## src/rtl/acap_pkg.sv

```systemverilog
package acap_pkg;
  localparam logic [1:0] REG_CTRL = 2'd0;
  localparam logic [1:0] REG_BASE = 2'd1;
  localparam logic [1:0] REG_SIZE = 2'd2;
  localparam int CTRL_EN_BIT   = 30;
  localparam int CTRL_SRST_BIT = 31;

  typedef enum logic [1:0] {ST_IDLE, ST_BURST, ST_FLUSH} xfer_st_e;
endpackage

```

## src/rtl/acap_fifo.sv

```systemverilog
module acap_fifo #(
  parameter int DW    = 16,
  parameter int DEPTH = 8,
  localparam int PW   = $clog2(DEPTH),
  localparam int CW   = $clog2(DEPTH + 1)
) (
  input  logic          clk_i,
  input  logic          rst_ni,
  input  logic          clr_i,
  input  logic          push_i,
  input  logic          pop_i,
  input  logic [DW-1:0] wdata_i,
  output logic [DW-1:0] rdata_o,
  output logic [CW-1:0] count_o,
  output logic          full_o
);
  logic [DW-1:0] mem_q [DEPTH];
  logic [PW-1:0] wp_q, rp_q;
  logic [CW-1:0] cnt_q;

  always_ff @(posedge clk_i) begin
    if (push_i) mem_q[wp_q] <= wdata_i;
  end

  always_ff @(posedge clk_i) begin
    if (!rst_ni || clr_i) begin
      wp_q  <= '0;
      rp_q  <= '0;
      cnt_q <= '0;
    end else begin
      if (push_i) wp_q <= wp_q + PW'(1);
      if (pop_i)  rp_q <= rp_q + PW'(1);
      case ({push_i, pop_i})
        2'b10:   cnt_q <= cnt_q + CW'(1);
        2'b01:   cnt_q <= cnt_q - CW'(1);
        default: ;
      endcase
    end
  end

  assign rdata_o = mem_q[rp_q];
  assign count_o = cnt_q;
  assign full_o  = (cnt_q == CW'(DEPTH));
endmodule

```

## src/rtl/acap_addr_gen.sv

```systemverilog
module acap_addr_gen #(
  parameter int AW = 16
) (
  input  logic          clk_i,
  input  logic          rst_ni,
  input  logic          clr_i,
  input  logic          start_i,
  input  logic          step_i,
  input  logic [AW-1:0] base_i,
  input  logic [AW-1:0] size_i,
  output logic [AW-1:0] ptr_o,
  output logic          wrap_o
);
  logic [AW-1:0] ptr_q, nxt, lim;
  logic          loaded_q, wrap_q;

  assign nxt = ptr_q + AW'(1);
  assign lim = base_i + size_i;

  // pointer is taken from base only on the first enable after a reset
  always_ff @(posedge clk_i) begin
    if (!rst_ni || clr_i) begin
      ptr_q    <= '0;
      loaded_q <= 1'b0;
      wrap_q   <= 1'b0;
    end else if (start_i && !loaded_q) begin
      ptr_q    <= base_i;
      loaded_q <= 1'b1;
    end else if (step_i) begin
      if (nxt == lim) begin
        ptr_q  <= base_i;
        wrap_q <= 1'b1;
      end else begin
        ptr_q  <= nxt;
      end
    end
  end

  assign ptr_o  = ptr_q;
  assign wrap_o = wrap_q;
endmodule

```

## src/rtl/acap_xfer_ctl.sv

```systemverilog
module acap_xfer_ctl
  import acap_pkg::*;
#(
  parameter int CW = 4
) (
  input  logic          clk_i,
  input  logic          rst_ni,
  input  logic          clr_i,
  input  logic          cap_en_i,
  input  logic          en_rise_i,
  input  logic          en_fall_i,
  input  logic [CW-1:0] count_i,
  input  logic [CW-1:0] thr_i,
  input  logic          ack_i,
  output logic          req_o,
  output logic          last_o,
  output logic          pop_o,
  output logic          flush_done_o
);
  xfer_st_e      st_q;
  logic [CW-1:0] rem_q;
  logic          pend_q, done_q;

  always_ff @(posedge clk_i) begin
    if (!rst_ni || clr_i) begin
      st_q   <= ST_IDLE;
      rem_q  <= '0;
      pend_q <= 1'b0;
      done_q <= 1'b0;
    end else begin
      unique case (st_q)
        ST_IDLE: begin
          if (cap_en_i && thr_i != '0 && count_i >= thr_i) begin
            st_q  <= ST_BURST;
            rem_q <= thr_i;
          end else if (pend_q && !cap_en_i) begin
            if (count_i == '0) begin
              done_q <= 1'b1;
              pend_q <= 1'b0;
            end else begin
              st_q  <= ST_FLUSH;
              rem_q <= count_i;   // flush length fixed at entry
            end
          end
        end
        default: begin
          if (ack_i) begin
            rem_q <= rem_q - CW'(1);
            if (rem_q == CW'(1)) begin
              st_q <= ST_IDLE;
              if (st_q == ST_FLUSH) begin
                done_q <= pend_q;
                pend_q <= 1'b0;
              end
            end
          end
        end
      endcase
      if (en_fall_i) pend_q <= 1'b1;
      if (en_rise_i) begin
        pend_q <= 1'b0;
        done_q <= 1'b0;
      end
    end
  end

  assign req_o        = (st_q != ST_IDLE);
  assign last_o       = req_o && (rem_q == CW'(1));
  assign pop_o        = req_o && ack_i;
  assign flush_done_o = done_q;
endmodule

```

## src/rtl/acap_dma.sv

```systemverilog
module acap_dma
  import acap_pkg::*;
#(
  parameter int DW    = 16,
  parameter int AW    = 16,
  parameter int DEPTH = 8
) (
  input  logic          clk_i,
  input  logic          rst_ni,
  input  logic          reg_we_i,
  input  logic [1:0]    reg_addr_i,
  input  logic [31:0]   reg_wdata_i,
  input  logic          smp_valid_i,
  input  logic [DW-1:0] smp_data_i,
  output logic          mem_req_o,
  output logic [AW-1:0] mem_addr_o,
  output logic [DW-1:0] mem_data_o,
  output logic          mem_last_o,
  input  logic          mem_ack_i,
  output logic          overrun_o,
  output logic          wrap_o,
  output logic          flush_done_o
);
  localparam int CW = $clog2(DEPTH + 1);

  logic          cap_en, ovr_q;
  logic [CW-1:0] thr_q, fifo_cnt;
  logic [AW-1:0] base_q, size_q;
  logic          ctrl_wr, srst, en_rise, en_fall;
  logic          fifo_full, push, pop;
  logic          unused_wdata;

  assign unused_wdata = ^reg_wdata_i;

  assign ctrl_wr = reg_we_i && (reg_addr_i == REG_CTRL);
  assign srst    = ctrl_wr && reg_wdata_i[CTRL_SRST_BIT];
  assign en_rise = ctrl_wr && !srst && reg_wdata_i[CTRL_EN_BIT] && !cap_en;
  assign en_fall = ctrl_wr && !srst && !reg_wdata_i[CTRL_EN_BIT] && cap_en;

  always_ff @(posedge clk_i) begin
    if (!rst_ni) begin
      cap_en <= 1'b0;
      thr_q  <= '0;
      base_q <= '0;
      size_q <= '0;
      ovr_q  <= 1'b0;
    end else if (srst) begin
      cap_en <= 1'b0;
      ovr_q  <= 1'b0;
    end else begin
      if (reg_we_i) begin
        case (reg_addr_i)
          REG_CTRL: begin
            cap_en <= reg_wdata_i[CTRL_EN_BIT];
            thr_q  <= reg_wdata_i[CW-1:0];
          end
          REG_BASE: base_q <= reg_wdata_i[AW-1:0];
          REG_SIZE: size_q <= reg_wdata_i[AW-1:0];
          default:  ;
        endcase
      end
      if (cap_en && smp_valid_i && fifo_full) ovr_q <= 1'b1;
    end
  end

  assign push = cap_en && smp_valid_i && !fifo_full;

  acap_fifo #(.DW(DW), .DEPTH(DEPTH)) u_fifo (
    .clk_i   (clk_i),
    .rst_ni  (rst_ni),
    .clr_i   (srst),
    .push_i  (push),
    .pop_i   (pop),
    .wdata_i (smp_data_i),
    .rdata_o (mem_data_o),
    .count_o (fifo_cnt),
    .full_o  (fifo_full)
  );

  acap_addr_gen #(.AW(AW)) u_addr (
    .clk_i   (clk_i),
    .rst_ni  (rst_ni),
    .clr_i   (srst),
    .start_i (en_rise),
    .step_i  (pop),
    .base_i  (base_q),
    .size_i  (size_q),
    .ptr_o   (mem_addr_o),
    .wrap_o  (wrap_o)
  );

  acap_xfer_ctl #(.CW(CW)) u_ctl (
    .clk_i        (clk_i),
    .rst_ni       (rst_ni),
    .clr_i        (srst),
    .cap_en_i     (cap_en),
    .en_rise_i    (en_rise),
    .en_fall_i    (en_fall),
    .count_i      (fifo_cnt),
    .thr_i        (thr_q),
    .ack_i        (mem_ack_i),
    .req_o        (mem_req_o),
    .last_o       (mem_last_o),
    .pop_o        (pop),
    .flush_done_o (flush_done_o)
  );

  assign overrun_o = ovr_q;
endmodule

```

## config.mk

```make
export PLATFORM = sky130hd
export DESIGN_NAME = acap_dma
export DESIGN_NICKNAME = d
export VERILOG_FILES = /design/src/rtl/acap_pkg.sv /design/src/rtl/acap_fifo.sv /design/src/rtl/acap_addr_gen.sv /design/src/rtl/acap_xfer_ctl.sv /design/src/rtl/acap_dma.sv
export SDC_FILE = /design/constraint.sdc
export NUM_CORES = 1
export LEC_CHECK = 0
export BUFFER_PORTS_ARGS = -buffer_cell sky130_fd_sc_hd__buf_4
export CELL_PAD_IN_SITES_DETAIL_PLACEMENT = 0
export CELL_PAD_IN_SITES_GLOBAL_PLACEMENT = 1
export CORE_ASPECT_RATIO = 1.75
export CORE_MARGIN = 4
export CORE_UTILIZATION = 30
export DETAILED_ROUTE_END_ITERATION = 10
export PLACE_DENSITY_LB_ADDON = 0.05
export SLEW_MARGIN = 10
export SYNTH_ARGS = -nofsm -noshare
export SYNTH_HDL_FRONTEND = slang
export SYNTH_SLANG_ARGS = --single-unit
```

## constraint.sdc

```tcl
create_clock -name clk_i -period 3.95 [get_ports clk_i]
set_clock_uncertainty 0.15 [all_clocks]
set_input_delay 0.1975 -clock clk_i [delete_from_list [all_inputs] [get_ports clk_i]]
set_output_delay 0.1975 -clock clk_i [all_outputs]
set_load 0.005 [all_outputs]
```

==> impl_metrics.csv <==
group,metric,value,unit
cells_and_area,layout_commonest_cell,"edfxtp_1",
critical_path,arrival,3.97,ns
route,initialDrtViolationCount,245,
global_route,grt-ovfl-total,0,
timing,worstMarginPinSlew,0.9932,ns
power_and_ir_drop,vdd_drop_max,0.2500,mV
clock_network,clk_latency,0.51,ns
route,via_per_inst,4.898,
worst_hold_path,min_path_type,"input port to flop",
cells_and_area,drive_above_1_share,23.17,%
timing,finalSetupViolCount,0,
global_route,grt_pass1_wl,40000,um
placement,gp_congestion,0.7887,
route,avgRoutedWirePerCell,19.18,um
cells_and_area,antenna_cells,0,
outcome,status,"completed",
global_route,antenna_found_initial,0,
global_route,grt_max_degree,39,
route,drc,0,
cells_and_area,final_cell_mix,"edfxtp_1, buf_4, nand2_1",
cells_and_area,area_delta_synth_final,23.68,%
die,die_h,246.6,um
die,ios,92,
timing,hold_violations,0,
synth,ys_ff_latch,205,
die,start_util,30.28,%
clock_network,root_buffer,"clkbuf_16",
clock_network,post_cts_buffers,0,
critical_path,worst_ep_required_time,4.18,ns
job,maxCapViolCount,0,
synth,syn_inst,779,
route,drt-pass1-iter-count,4,
synth,seq_area_frac_synth,55.20,%
timing,setup_tns,0,ns
placement,dp_hpwl,17890,um
synth,async_flop_share,0,%
die,die_x,144.3,um
timing,timing.final.crit_share,94.66,%
power_and_ir_drop,powerDensity,389.8,nW/um^2
die,fp.coreArea,32220,sq um
clock_network,cts_sinks,205,
cells_and_area,nets,998,
timing,fin_ws,0.2110,ns
global_route,grt_pass1_vias,6898,
global_route,grtUsageTotal,14.50,%
critical_path,path_class,"flop to flop",
critical_path,worst-path-max-fanout,13,
timing,slew_headroom,33.70,%
synth,synth_edf_count,128,
route,drt_wl_total,25470,um
timing,drv_slew,0,
clock_network,clockBufferDepth,3,
power_and_ir_drop,p_leak,4.279,nW
synth,syn_nets,863,
clock_network,cts_tree,"yes",
clock_network,clk_pin_slew_worst_paths,0.06,ns
critical_path,end_kind,"flop",
timing,rsz0062_at_grt,"no",
clock_network,numCtsBuffers,21,
synth,yosys_warnings,0,
route,ant_nets,0,
timing,fmax,0.2675,GHz
die,rows,87,
synth,syn-cell-area,9756,sq um
synth,syn_area_per_cell,12.52,sq um
placement,post-place-ws,0.1196,ns
die,dieArea,35580,sq um
timing,post-route-min-period,3.739,ns
synth,synthFlopType,"edfxtp_1",
placement,numPortBuffers,77,
critical_path,crit_path_start_kind,"flop",
synth,ys_types,72,
route,via_count,6505,
clock_network,h-tree-depth,1,
## final cells by class
type | count | area [sq um]
well taps | 400 | 500.5
clock buffers | 26 | 544.3
inverters | 31 | 116.4
repair buffers | 151 | 1249
multi-input cells | 504 | 4089
flip-flops and latches | 205 | 5386
fillers | 3140 | 20160
clock inverters | 11 | 180.2
## flip-flops by register name, indices dropped and copies added (netlist names), 3 cells and up, named ones only
register,flops
size_q,16
thr_q,4
u_fifo.mem_q,128
u_fifo.count_o,4
u_fifo.rp_q,3
u_addr.ptr_o,16
u_ctl.rem_q,4
base_q,16
u_fifo.wp_q,3
## synthesized netlist by cell type, types with 3 or more instances
cell / number / area (sq um)
a211o_1: 3 / 26.28
a211oi_1: 4 / 30.03
a21boi_0: 32 / 240.2
a21o_1: 9 / 67.56
a21oi_1: 23 / 115.1
a221oi_1: 3 / 26.28
a221oi_2: 11 / 165.2
a22oi_1: 5 / 37.54
a31oi_1: 5 / 31.28
and2_1: 5 / 31.28
and3_1: 6 / 37.54
and4_1: 5 / 43.79
buf_1: 4 / 15.01
buf_2: 4 / 20.02
buf_4: 5 / 37.54
clkbuf_1: 24 / 90.09
dfxtp_1: 77 / 1541
edfxtp_1: 128 / 3844
ha_1: 27 / 337.8
inv_1: 31 / 116.4
mux2_2: 17 / 191.4
mux2i_1: 8 / 80.08
mux4_2: 32 / 720.7
nand2_1: 97 / 364.1
nand2b_1: 7 / 43.79
nand3_1: 9 / 45.04
nand4_1: 11 / 68.82
nor2_1: 42 / 157.7
nor2b_1: 11 / 68.82
nor3_1: 11 / 55.05
o211ai_1: 5 / 37.54
o21ai_0: 23 / 115.1
o22ai_1: 5 / 31.28
or3_1: 3 / 18.77
xnor2_1: 23 / 201.4
xnor3_1: 3 / 67.56
xor2_1: 15 / 131.4
xor3_1: 3 / 71.32
## repair_timing
item                                    CTS  global route
endpoints found under the setup margin    0            11
endpoints found under the hold margin   169             0
gates resized for setup                   0             1
hold buffers                             41             0
## power by group
part	switching, mW	internal [mW]	total [mW]
combinational	0.135	0.132	0.267
clock	0.828	1.31	2.13
sequential	0.0157	2.29	2.30
total	0.978	3.73	4.70
## worst paths after layout
check,slack [ns],endpoint,from,cells past startpoint
min reg2reg,0.32,u_ctl.rem_q[1],u_ctl.rem_q[1],2
min,0.05,thr_q[3],reg_wdata_i[31],5
max reg2reg,0.21,u_addr.ptr_o[13],base_q[0],14
max,0.21,u_addr.ptr_o[13],base_q[0],14
## per-stage QoR
stage	utilization [%]	instances	area, sq um	hold WS, ns	power, mW
2_1_floorplan	-	779	9756	0.1464	2.484
3_3_place_gp	33.91	1250	10930	0.2768	2.586
3_5_place_dp	33.91	1250	10930	0.2865	2.590
4_1_cts	37.43	1328	12060	0.02104	4.786
5_1_grt	37.45	1328	12070	0.04840	4.895
6_report	37.45	1328	12070	0.05151	4.704
## layer usage
layer  vias up  wire, um  GRT usage [%]
met1      3204     10110          16.92
li1       3177         -              -
met5         -         0              0
met2        92     14120          27.37
met3        32       750          1.806
met4         0       486          3.899
## kinds of logic (layout without fill, tap and decap cells)
logic type | Yosys count | count (layout) | share of synthesized area [%]
flops | 205 | 205 | 55.20
buf+inv | 70 | 219 | 3.091
compound gates | 149 | 149 | 11.48
simple gates | 225 | 225 | 11.35
xor+xnor | 44 | 44 | 4.835
fa+ha+maj | 29 | 29 | 3.873
mux | 57 | 57 | 10.17
## critical path, cell delays in order (launching register included)
cell and delay (ns):
dfxtp_1 0.33, ha_1 0.16, inv_1 0.06, fa_1 0.41
nor2b_2 0.17, o2111ai_1 0.16, a31oi_1 0.19, buf_4 0.16
a31oi_1 0.10, xnor2_1 0.15, or4_4 0.56, or4b_4 0.58
o21ai_4 0.17, buf_12 0.18, a221oi_1 0.09
Note: power is estimated with default switching activity, not from simulation.
